**src/rtl/conv_trig_pkg.sv**
```systemverilog
package conv_trig_pkg;

   typedef enum logic [1:0] {
      TK_SOFT  = 2'b00,
      TK_EITHER = 2'b01,
      TK_CHAIN = 2'b10,
      TK_IDLE  = 2'b11
   } trig_kind_e;

   localparam int unsigned KIND_W = 2;

   function automatic logic kind_takes_sw(trig_kind_e k);
      return (k == TK_SOFT) || (k == TK_EITHER);
   endfunction

endpackage

```
**src/rtl/conv_trig_sync.sv**
```systemverilog
module conv_trig_sync #(
   parameter int unsigned NUM_CH = 64,
   parameter int unsigned STAGES = 2
) (
   input  logic              clk,
   input  logic              rst_n,
   input  logic [NUM_CH-1:0] line_i,
   output logic [NUM_CH-1:0] rise_o
);

   if (STAGES < 2) begin : g_bad_stages
      $error("conv_trig_sync: STAGES must be at least 2");
   end

   logic [NUM_CH-1:0] stg [STAGES];
   logic [NUM_CH-1:0] hist_q;

   for (genvar s = 0; s < STAGES; s++) begin : g_stage
      if (s == 0) begin : g_first
         always_ff @(posedge clk) begin
            if (!rst_n) stg[0] <= '0;
            else        stg[0] <= line_i;
         end
      end else begin : g_next
         always_ff @(posedge clk) begin
            if (!rst_n) stg[s] <= '0;
            else        stg[s] <= stg[s-1];
         end
      end
   end

   always_ff @(posedge clk) begin
      if (!rst_n) hist_q <= '0;
      else        hist_q <= stg[STAGES-1];
   end

   assign rise_o = stg[STAGES-1] & ~hist_q;

endmodule

```
**src/rtl/conv_trig_src.sv**
```systemverilog
module conv_trig_src
   import conv_trig_pkg::*;
#(
   parameter int unsigned NUM_CH = 64,
   parameter int unsigned CH_W   = $clog2(NUM_CH)
) (
   input  logic [KIND_W*NUM_CH-1:0] kind_i,
   input  logic [NUM_CH-1:0]        sw_i,
   input  logic [NUM_CH-1:0]        rise_i,
   input  logic [NUM_CH-1:0]        pend_i,
   input  logic [NUM_CH-1:0]        prot_i,
   input  logic                     done_i,
   input  logic [CH_W-1:0]          done_ch_i,
   output logic [NUM_CH-1:0]        set_o
);

   logic idle_now;

   // Idle: no channel both pending and unprotected.
   assign idle_now = ~|(pend_i & ~prot_i);

   for (genvar n = 0; n < NUM_CH; n++) begin : g_ch
      trig_kind_e kind;
      logic       chain_hit;

      assign kind = trig_kind_e'(kind_i[KIND_W*n +: KIND_W]);

      if (n == 0) begin : g_head
         assign chain_hit = 1'b0;
      end else begin : g_link
         assign chain_hit = done_i && (done_ch_i == CH_W'(n - 1)) && pend_i[n-1];
      end

      always_comb begin
         set_o[n] = 1'b0;
         unique case (kind)
            TK_SOFT:   set_o[n] = sw_i[n];
            TK_EITHER: set_o[n] = sw_i[n] | rise_i[n];
            TK_CHAIN:  set_o[n] = chain_hit;
            TK_IDLE:   set_o[n] = idle_now;
            default:   set_o[n] = 1'b0;
         endcase
      end
   end

endmodule

```
**src/rtl/conv_trig_flags.sv**
```systemverilog
module conv_trig_flags #(
   parameter int unsigned NUM_CH = 64,
   parameter int unsigned CH_W   = $clog2(NUM_CH)
) (
   input  logic              clk,
   input  logic              rst_n,
   input  logic [NUM_CH-1:0] set_i,
   input  logic              done_i,
   input  logic [CH_W-1:0]   done_ch_i,
   output logic [NUM_CH-1:0] pend_o
);

   logic [NUM_CH-1:0] clr;
   logic [NUM_CH-1:0] pend_q;

   for (genvar n = 0; n < NUM_CH; n++) begin : g_bit
      assign clr[n] = done_i && (done_ch_i == CH_W'(n));

      always_ff @(posedge clk) begin
         if (!rst_n)        pend_q[n] <= 1'b0;
         else if (set_i[n]) pend_q[n] <= 1'b1;
         else if (clr[n])   pend_q[n] <= 1'b0;
      end
   end

   assign pend_o = pend_q;

endmodule

```
**src/rtl/conv_trig_ctrl.sv**
```systemverilog
module conv_trig_ctrl
   import conv_trig_pkg::*;
#(
   parameter int unsigned NUM_CH      = 64,
   parameter int unsigned SYNC_STAGES = 2,
   localparam int unsigned CH_W       = (NUM_CH > 1) ? $clog2(NUM_CH) : 1
) (
   input  logic                     clk,
   input  logic                     rst_n,
   input  logic [KIND_W*NUM_CH-1:0] kind_i,
   input  logic [NUM_CH-1:0]        sw_trig_i,
   input  logic [NUM_CH-1:0]        hw_trig_i,
   input  logic [NUM_CH-1:0]        prot_i,
   input  logic                     done_i,
   input  logic [CH_W-1:0]          done_ch_i,
   output logic [NUM_CH-1:0]        pend_o
);

   if (NUM_CH < 2) begin : g_bad_ch
      $error("conv_trig_ctrl: NUM_CH must be at least 2");
   end

   logic [NUM_CH-1:0] rise;
   logic [NUM_CH-1:0] set_req;
   logic [NUM_CH-1:0] pend;

   conv_trig_sync #(.NUM_CH(NUM_CH), .STAGES(SYNC_STAGES)) u_sync (
      .clk   (clk),
      .rst_n (rst_n),
      .line_i(hw_trig_i),
      .rise_o(rise)
   );

   conv_trig_src #(.NUM_CH(NUM_CH), .CH_W(CH_W)) u_src (
      .kind_i   (kind_i),
      .sw_i     (sw_trig_i),
      .rise_i   (rise),
      .pend_i   (pend),
      .prot_i   (prot_i),
      .done_i   (done_i),
      .done_ch_i(done_ch_i),
      .set_o    (set_req)
   );

   conv_trig_flags #(.NUM_CH(NUM_CH), .CH_W(CH_W)) u_flags (
      .clk      (clk),
      .rst_n    (rst_n),
      .set_i    (set_req),
      .done_i   (done_i),
      .done_ch_i(done_ch_i),
      .pend_o   (pend)
   );

   assign pend_o = pend;

endmodule


```
**config.mk**
```make
export PLATFORM = sky130hd
export DESIGN_NAME = conv_trig_ctrl
export DESIGN_NICKNAME = d
export VERILOG_FILES = /design/src/rtl/conv_trig_pkg.sv /design/src/rtl/conv_trig_sync.sv /design/src/rtl/conv_trig_src.sv /design/src/rtl/conv_trig_flags.sv /design/src/rtl/conv_trig_ctrl.sv
export SDC_FILE = /design/constraint.sdc
export NUM_CORES = 1
export LEC_CHECK = 0
export BUFFER_PORTS_ARGS = -buffer_cell sky130_fd_sc_hd__buf_2
export CAP_MARGIN = 15
export CORE_MARGIN = 4
export CORE_UTILIZATION = 46
export CTS_CLUSTER_DIAMETER = 60
export DETAILED_ROUTE_END_ITERATION = 8
export PLACE_DENSITY_LB_ADDON = 0.1
export SLEW_MARGIN = 20
export SYNTH_ARGS = -nofsm -noshare
export SYNTH_HDL_FRONTEND = slang
export SYNTH_SLANG_ARGS = --single-unit
```
**constraint.sdc**
```tcl
create_clock -name clk -period 1.66 [get_ports clk]
set_clock_uncertainty 0.05 [all_clocks]
set_input_delay 0.166 -clock clk [delete_from_list [all_inputs] [get_ports clk]]
set_output_delay 0.166 -clock clk [all_outputs]
set_load 0.005 [all_outputs]
```
==> impl_results.md, run 1 <==
* CP Launch Type: register
* Synth Warn # at 0
* Maximum clock rate at roughly 560 MHz
* Ports at 393
* PD cells at roughly 900 nW/um^2
* P&R area growth vs syn at 67.6%
* Smallest hold slack at between 0.015 and 0.02 ns
* Status: finished with violations
* Critical path required time at around 2.1 ns
* Post-Syn Area at 10000 sq um
* Worst IR Drop VDD at a little over 0.9 mV
* Count leader, synth: dfxtp_1
* Violations in the final reports: setup timing
* Die Footprint at 24200 sq um
* Drt pass-1 iters at 5
* DRC at 0
* CP endpoint kind: register
* Setup violations, final at between 50 and 60
* Final Instance Area at approximately 17000 sq um
* Sequential fraction of the synthesis area at a little over 50%
* CTS H-tree depth at 1
* DR WL/cell at 20.2 um
* RSZ-0062 raised after global routing: true
* Hold Crit Start: kind_i[20]
* GR Util All Layers at 34.1%
* CTS Root Cell: clkbuf_16
* Via density at 5.42
* Fin util at about four fifths
* Fin cells at between 2000 and 2500
* Port buffer count at 392
* Post-Syn Instances at around 1100
* Reg2reg end: u_flags.pend_o[38]
* Minimum clock period at between 1.5 and 2 ns
* Mapped Nets at roughly 1500
* Max FO, Critical Path at 6
* Setup crit start: u_flags.pend_o[1]
* CORE AREA at approximately 21000 sq um
* Die Ht at approximately 160 um
* Synth area leaders: dfxtp_1 51%, and2_1 12%, o32ai_1 4.9%, nand2_1 4.6%, a31oi_1 3.9%
* Unique masters post-synth at 31
* Detailed Route Iter0 Violations at just under 900
* Fill cell count at about 1400
* CTS tree: done
* Max-slew violation count at 0
* Num CTS Buffers at 29
* Sink Count at between 200 and 300
* Initial cell density of the core at 47.3%
* Post-synth EDFFs at 0
* Final setup TNS at -4.38 ns
* DIE WIDTH at approximately 160 um
* Antenna Violating Nets Remaining at 0
* Share of cells above drive strength 1 at around a third
* Max Cap Viol at 0
* Post-Place Setup Slack at -0.233 ns
* Via count at 11600
* Worst-Skew Late Latency at 0.54 ns
* Max-slew headroom at between 50% and 60%
* DP Wirelength at 29.9 mm
* Final number of hold-violating endpoints at 0
* Period utilisation layout at 107%
* Post-route worst setup slack at -0.113 ns
* CTS max path bufs at 3
* GPL Wtd Cong at 0.937
* Hold path endpoint: u_flags.pend_o[10]
* # placed instances at around 1900
* Top_reg_cell synth: dfxtp_1
* Syn Area/Cell at 8.92 sq um
* Number of global-route vias before repair at ~12000
* Pin count of the biggest net entering global routing at 84
* Worst path arrival time at roughly 2.2 ns
* DP Area at between 10000 and 15000 sq um
* # rows at 53
* NumNets Final at 2169
* Slack of the worst reg-to-reg path at -0.11 ns
* Post-Route WL at 43.3 mm
* HP Class: primary input to register
* Reg2Reg Depth at 8
* Clock transition at the registers of the reported paths at ~0.060 ns
* Synth async-reset ratio at 0%
* Cell accounting for the most synthesized area: dfxtp_1
* Initial antenna violation count at 12
* Synth Register Bits at 256
* Global-route wire length before repair at between 60 and 70 mm
* Worst hold stages at 4
* Crit path kind: register to register
* Synth top area share at between 50% and 60%
* Cell leakage power at between 7 and 8 nW
* Top post-synthesis cells by count: 256 x dfxtp_1, 192 x and2_1, 124 x nand2_1
* Tot Pwr at 15.2 mW
* Grt total ovfl at 0
* Worst-Margin Slew at 0.653 ns
* FF-to-FF Start: u_flags.pend_o[1]
-- critical path, cell delays in order (launching register included) --
cell       delay [ns]
dfxtp_1          0.33
nand2b_1         0.14
o2111ai_2        0.15
nor4_2           0.33
nand4_1          0.17
buf_6            0.17
buf_8            0.14
buf_12           0.13
o22ai_4          0.08
-- what timing repair did --
action | in CTS | in global routing
endpoints found under the hold margin | 136 | 0
pin swaps | 14 | 3
gates cloned | 1 | 0
endpoints found under the setup margin | 64 | 64
buffers inserted | 4 | 1
resized for setup | 60 | 30
hold buffers | 230 | 0
-- layer usage --
layer | up-vias | global-route usage [%] | wire length [um]
met2 | 637 | 58.4 | 21300
met3 | 146 | 8.07 | 3880
met5 | - | 0 | 33
met4 | 6 | 17.3 | 2300
li1 | 5410 | - | -
met1 | 5419 | 39.8 | 15800
-- sequential cells by signal, indices dropped and copies added (netlist names) --
register        count
u_sync.stg        128
u_flags.pend_o     64
u_sync.hist_q      64
-- power by group --
part	total [mW]	switching (mW)	internal [mW]
Clock	6.23	2.55	3.68
Sequential	6.60	0.148	6.45
Combinational	2.37	1.07	1.30
Total	15.2	3.77	11.4
-- worst max-delay path by stage --
stage	endpoint	slack (ns)	cells past startpoint
6_report	u_flags.pend_o[38]	-0.11	8
5_1_grt	u_flags.pend_o[38]	-0.16	8
4_1_cts	u_flags.pend_o[0]	-0.03	7
3_5_place_dp	u_flags.pend_o[0]	-0.23	6
3_3_place_gp	u_flags.pend_o[0]	-0.18	6
2_1_floorplan	u_flags.pend_o[47]	0.11	6
-- layout make-up --
cell class              instances  area, sq um  share of cell area (%)
multi-input cells             737         4850                    28.8
inverters                      80          300                    1.78
clock buffers                  35          788                    4.69
repair buffers                736         5240                    31.1
well taps                     275          344                    2.05
clock inverters                14          140                   0.833
flip-flops and latches        256         5140                    30.5
diodes                         10         25.0                   0.149
-- layout by cell type (no fill, tap or decap), types with 3 or more instances in the layout --
cell and instances:
buf_2 391, dfxtp_1 245, dlygate4sd3_1 230, and2_1 192, nand2_1 124, buf_4 103
inv_1 76, nand3_1 64, a31oi_1 63, a21oi_1 59, o32ai_1 56, nand2b_1 35
o22ai_1 31, clkbuf_16 29, o22ai_2 25, nand2b_4 14, o2111ai_2 12, dfxtp_2 11
diode_2 10, o21ai_0 10, clkinv_2 7, buf_12 7, and4bb_2 6, nand3b_1 5
inv_2 4, and4b_1 4, nor4_2 4, clkbuf_8 4, o2111ai_1 3, or4_1 3
o221ai_1 3, o22ai_4 3, buf_6 3
-- cell families after synthesis --
kind of cell / count (synthesis) / share of synthesized area [%]
buffers and inverters: 132 / 5.00
AND/OR/NAND/NOR: 466 / 26.1
AO/OA/AOI/OAI: 271 / 17.9
flip-flops: 256 / 51.1
Power figures use the tool's default switching activity.
==> run 2: changes to the inputs <==
Settings changed: SYNTH_HIERARCHICAL set to 1.
==> run 2 against run 1 <==
  * The flow still finishes with violations (setup timing)
  * Worst setup slack got worse by 0.41 ns
  * Die area rose by 8.2%
  * Worst hold slack improved by 0.0095 ns
  * Sequential share of layout area fell by 0.74 points
  * Critical path type unchanged
  * Largest power group unchanged
  * Highest routed layer unchanged
==> impl_results.md, run 2 <==
* FF-to-FF Start: u_flags/pend_o[10]
* Cell accounting for the most synthesized area: dfxtp_1
* NumNets Final at 2223
* Sink Count at ~260
* Final number of hold-violating endpoints at 0
* Post-synth EDFFs at 0
* Num CTS Buffers at 27
* HP Class: primary input to register
* Unique masters post-synth at 35
* Max-slew headroom at approximately 53%
* Cell leakage power at ~7.6 nW
* Synth area leaders: dfxtp_1 47%, and2_1 11%, o21ai_0 5.0%, a31oi_1 4.1%, nor2b_1 3.7%
* Critical path required time at 2.08 ns
* Post-Syn Area at roughly 11000 sq um
* Top post-synthesis cells by count: 256 x dfxtp_1, 193 x and2_1, 109 x o21ai_0
* Hold Crit Start: kind_i[35]
* Via count at between 10000 and 15000
* Number of global-route vias before repair at 11900
* Violations in the final reports: setup timing
* Sequential fraction of the synthesis area at around 47%
* CTS Root Cell: clkbuf_16
* Syn Area/Cell at approximately 8.6 sq um
* Post-synthesis compound-gate area fraction at approximately 18%
* Largest family of logic cells by synthesized area: simple AND/OR/NAND/NOR gates
* Worst hold stages at 4
* Worst IR Drop VDD at between 1 and 1.5 mV
* Period utilisation layout at 132%
* Post-Place Setup Slack at -0.845 ns
* Worst-Margin Slew at 0.707 ns
* Initial cell density of the core at 46.6%
* XOR/XNOR share of the synthesized area at 0%
* Share of cells above drive strength 1 at around 38%
* Maximum clock rate at ~460 MHz
* Synth top area share at between 40% and 50%
* Post-Syn Instances at between 1000 and 1500
* Slack of the worst reg-to-reg path at -0.53 ns
* CP Launch Type: register
* Pin count of the biggest net entering global routing at 73
* Post-route worst setup slack at -0.526 ns
* Reg2Reg Depth at 10
* Post-synthesis simple-gate area fraction at 30.6%
* Most common cell after layout, fill and taps aside: buf_2
* Initial antenna violation count at 12
* Hold path endpoint: u_flags/pend_o[17]
* Clock transition at the registers of the reported paths at about 0.060 ns
* Minimum clock period at 2.19 ns
* Post-synthesis mux area share at 0%
* PD cells at approximately 900 nW/um^2
* Setup violations, final at between 60 and 70
* Reg2reg end: u_flags/pend_o[27]
* Die Footprint at 26200 sq um
* Global-route wire length before repair at about 67 mm
* DR WL/cell at 21.0 um
* Top reg by flops: u_sync/stg
* CTS tree: done
* Max-slew violation count at 0
* GPL Wtd Cong at 1.00
* DRC at 0
* Smallest hold slack at ~0.029 ns
* Synth Register Bits at 256
* CP endpoint kind: register
* Synth async-reset ratio at 0%
* Grt total ovfl at 0
* Max FFs per register at 128
* Crit path kind: register to register
* Status: finished with violations
* Synth Warn # at 6
* P&R area growth vs syn at 58.1%
* Top_reg_cell synth: dfxtp_1
* DIE WIDTH at approximately 160 um
* Die Ht at roughly 160 um
* Top Layer Used: met5
* DP Wirelength at about 34 mm
* # rows at between 50 and 60
* Port buffer count at just under 400
* RSZ-0062 raised after global routing: true
* Ports at between 300 and 400
* CTS H-tree depth at 1
* Max Cap Viol at 0
* Count leader, synth: dfxtp_1
* Antenna Violating Nets Remaining at 0
* Wire length on met3 at approximately 5 mm
* Final setup TNS at -29.51 ns
* Mapped Nets at approximately 1600
* Commonest non-fill, non-tap cells in the layout: 391 x buf_2, 247 x dfxtp_1, 193 x and2_1, 140 x buf_4, 108 x dlygate4sd3_1
* Via density at approximately 5.5
* Detailed Route Iter0 Violations at around 1100
* Worst-Skew Late Latency at about 0.55 ns
* Post-Synth Adder-Cell Area at 0%
* Drt pass-1 iters at 6
* GR Util All Layers at between 30% and 40%
* Post-Route WL at about 47 mm
* Length of routed wiring on met1 at 17.7 mm
* CORE AREA at about 23000 sq um
* Worst path arrival time at 2.61 ns
* Max FO, Critical Path at 5
* Metal2 WL at 22.4 mm
* CTS max path bufs at 3
-- run 2: per-layer routing --
| layer | vias up | global-route usage (%) |
|---|---|---|
| met4 | 12 | 11.9 |
| met5 | - | 0 |
| met2 | 705 | 57.8 |
| li1 | 5669 | - |
| met3 | 143 | 7.74 |
| met1 | 5750 | 40.2 |
-- run 2: critical path, stage by stage (launching register included) --
cell and delay (ns):
dfxtp_4 0.38, nand2b_4 0.08, o2111ai_4 0.14, nor4_4 0.39, nand4_1 0.19, buf_6 0.19, buf_12 0.14, clkbuf_16 0.16
o21ai_4 0.14, o21ai_2 0.08, a41oi_2 0.17
-- run 2: stage by stage --
stage / utilization, % / area [sq um] / total power [mW] / std cells
after floorplan: - / 10900 / 7.51 / 1266
final: 73.7 / 17200 / 15.6 / 2240
after global placement: 60.5 / 14200 / 8.69 / 2068
after global routing: 73.7 / 17200 / 16.1 / 2240
after CTS: 71.6 / 16700 / 15.5 / 2230
after detailed placement: 60.5 / 14200 / 8.73 / 2068
-- run 2: how the worst max path moves through the flow --
stage / to / startpoint / slack [ns] / cells past startpoint
after floorplan: u_flags/pend_o[55] / u_flags/pend_o[23] / -0.15 / 8
after global placement: u_flags/pend_o[32] / u_flags/pend_o[10] / -0.83 / 9
after detailed placement: u_flags/pend_o[32] / u_flags/pend_o[10] / -0.85 / 9
after CTS: u_flags/pend_o[27] / u_flags/pend_o[9] / -0.41 / 10
after global routing: u_flags/pend_o[27] / u_flags/pend_o[20] / -0.64 / 10
final: u_flags/pend_o[27] / u_flags/pend_o[10] / -0.53 / 10
-- run 2: final cells by class --
cell class	instances	area (sq um)
clock buffers	30	717
repair buffers	659	4470
fillers	1795	6160
inverters	48	180
clock inverters	20	246
flip-flops and latches	256	5140
diodes	6	15.0
multi-input cells	902	6070
well taps	319	399
-- run 2: power breakdown --
| part | switching, mW | internal [mW] | leakage (nW) | total, mW |
|---|---|---|---|---|
| sequential | 0.134 | 6.45 | 2.11 | 6.58 |
| clock | 2.70 | 3.79 | 0.457 | 6.49 |
| combinational | 1.26 | 1.28 | 5.05 | 2.54 |
| total | 4.09 | 11.5 | 7.62 | 15.6 |
-- run 2: kinds of logic after synthesis --
logic type      count (synthesis)
compound gates                318
buf+inv                       108
flops                         256
simple gates                  584
-- run 2: repair_timing --
| action | 4_1_cts | 5_1_grt |
|---|---|---|
| setup buffers | 3 | 2 |
| setup endpoints to repair | 64 | 64 |
| endpoints found under the hold margin | 102 | 0 |
| cloned | 1 | 4 |
| pin swaps | 17 | 36 |
| gates resized for setup | 151 | 92 |
| hold buffers | 108 | 0 |
==> run 3: changes to the inputs <==
Settings changed: CORE_UTILIZATION 46 to 35.
==> run 3 against run 2 <==
  * The flow still finishes with violations (setup timing)
  * Clock-buffer cell count up 9
  * Global-route usage down 6.2 points
  * Clock power increased by 5.5%
  * Combinational power grew 5%
  * Sequential power about the same
  * Register-to-register slack hardly changed
  * Sequential share of layout area fell by 1.1 points
  * Largest power group is now the clock network
  * Critical endpoint is now u_flags/pend_o[6]
  * Worst hold slack worse by 0.014 ns
  * Utilization down 15 points
  * Highest routed layer unchanged
  * Via count down 3.4%
  * Die area rose by 30%
  * Wire length is 3.9% higher
==> impl_results.md, run 3 (same netlist as run 2, synthesis figures left out) <==
* CTS tree: done
* Hold Crit Start: kind_i[29]
* # placed instances at 2156
* Crit path kind: register to register
* Max-slew headroom at around three fifths
* Period utilisation layout at 131%
* Top Layer Used: met5
* Violations in the final reports: setup timing
* Reg2reg end: u_flags/pend_o[6]
* Share of cells above drive strength 1 at 39.2%
* NumNets Final at between 2000 and 2500
* Final Instance Area at ~18000 sq um
* Maximum clock rate at 460 MHz
* Status: finished with violations
* Hold path endpoint: u_flags/pend_o[14]
* HP Class: primary input to register
* GPL Wtd Cong at about 0.95
* DRC at 0
* Minimum clock period at around 2.2 ns
* Setup violations, final at 64
* Cell leakage power at between 7 and 8 nW
* Tot Pwr at approximately 16 mW
* Clock transition at the registers of the reported paths at about 0.060 ns
* Detailed Route Iter0 Violations at 764
* Die Ht at 185 um
* Num CTS Buffers at 30
* # rows at between 60 and 70
* CTS max path bufs at 3
* PD cells at roughly 900 nW/um^2
* DP Area at between 10000 and 15000 sq um
* Multi-input logic area at 6350 sq um
* Final number of hold-violating endpoints at 0
* Max FFs per register at 128
* Grt total ovfl at 0
* Storage element area at between 5000 and 6000 sq um
* DP Wirelength at 37.1 mm
* Sink Count at ~260
* Slack of the worst reg-to-reg path at -0.52 ns
* Fin cells at between 2000 and 2500
* Metal2 WL at around 23 mm
* Pin count of the biggest net entering global routing at 53
* Die Footprint at 34000 sq um
* DIE WIDTH at 185 um
* Worst-Margin Slew at 0.617 ns
* Max-slew violation count at 0
* Post-Route WL at approximately 49 mm
* FF-to-FF Start: u_flags/pend_o[17]
* Max Cap Viol at 0
* Fill cell count at between 2000 and 3000
* P&R area growth vs syn at 64.0%
* Smallest hold slack at about 0.014 ns
* Via density at 5.07
* Reg2Reg Depth at 10
* CTS H-tree depth at 1
* Port buffer count at 392
* Commonest non-fill, non-tap cells in the layout: 391 x buf_2, 244 x dfxtp_1, 193 x and2_1, 149 x buf_4, 118 x dlygate4sd3_1
* CP endpoint kind: register
* Post-Place Setup Slack at -1.04 ns
* CTS Root Cell: clkbuf_16
* Length of routed wiring on met1 at 20.2 mm
* Initial cell density of the core at between 30% and 40%
* Wire length on met3 at 3.98 mm
* Drt pass-1 iters at 6
* Top reg by flops: u_sync/stg
* DR WL/cell at between 20 and 25 um
* CP Launch Type: register
* Critical path required time at around 2.1 ns
* Number of global-route vias before repair at 11700
* Post-route worst setup slack at -0.516 ns
* Initial antenna violation count at 11
* Worst IR Drop VDD at 0.795 mV
* CORE AREA at around 31000 sq um
* RSZ-0062 raised after global routing: true
* Via count at ~12000
* Worst-Skew Late Latency at around 0.56 ns
* Antenna Violating Nets Remaining at 0
* Most common cell after layout, fill and taps aside: buf_2
* GR Util All Layers at 26.9%
* Ports at between 300 and 400
* Worst hold stages at 5
* Max FO, Critical Path at 8
* Global-route wire length before repair at 69.2 mm
* Worst path arrival time at approximately 2.6 ns
[run 3: changes by cell type in the layout (fill, tap and decap cells not counted), moves of 7 or more]
cell           delta
dlygate4sd3_1    +10
o221ai_4          +7
o21ai_0          -23
buf_4             +9
a41oi_2           +9
o21ai_1          +11
o221ai_2          -7
a41oi_1           -9
[run 3: power by group]
| group | total, mW | internal (mW) | switching (mW) |
|---|---|---|---|
| sequential | 6.58 | 6.45 | 0.124 |
| clock | 6.85 | 4.09 | 2.77 |
| combinational | 2.66 | 1.35 | 1.31 |
[run 3: worst max-delay path by stage]
| stage | slack, ns | start | endpoint |
|---|---|---|---|
| after floorplan | -0.15 | u_flags/pend_o[23] | u_flags/pend_o[55] |
| after global placement | -0.96 | u_flags/pend_o[10] | u_flags/pend_o[53] |
| after detailed placement | -1.04 | u_flags/pend_o[10] | u_flags/pend_o[29] |
| after CTS | -0.45 | u_flags/pend_o[9] | u_flags/pend_o[24] |
| after global routing | -0.58 | u_flags/pend_o[9] | u_flags/pend_o[6] |
| final | -0.52 | u_flags/pend_o[17] | u_flags/pend_o[6] |
[run 3: final cells by class]
class                      instances  area share [%]
antenna                            3          0.0420
sequential                       256            28.7
multi-input combinational        902            35.5
clock buffer                      39            4.73
tap                              396            2.77
timing repair buffer             680            26.2
clock inverter                    16            1.06
inverter                          48            1.02
[run 3: worst max-delay path, stage by stage (launching register included)]
cell and delay, ns:
dfxtp_1 0.34, nand2b_1 0.13, o2111ai_1 0.19, nor4_1 0.29
nand4_1 0.20, buf_6 0.18, buf_12 0.14, buf_12 0.15
o221ai_4 0.16, o21ai_1 0.10, a31oi_1 0.16
[run 3: per-layer routing]
layer  track usage (%)  vias to the layer above
li1                  -                     5727
met1              34.2                     5554
met2              46.0                      477
met3              6.39                       84
met4              7.42                       14
met5                 0                        -
[run 3: repair_timing]
item                                    4_1_cts  5_1_grt
endpoints found under the setup margin       64       64
gates cloned                                  1        3
pin swaps                                    48       45
hold buffers                                117        1
resized for setup                           179      131
setup buffers                                 4        2
endpoints found under the hold margin       109        1
[run 3: per-stage QoR]
stage	util [%]	TNS (ns)
after floorplan	-	-7.55
after global placement	46.9	-53.80
after detailed placement	46.9	-56.19
after CTS	56.1	-26.05
after global routing	58.3	-31.59
final	58.3	-27.17
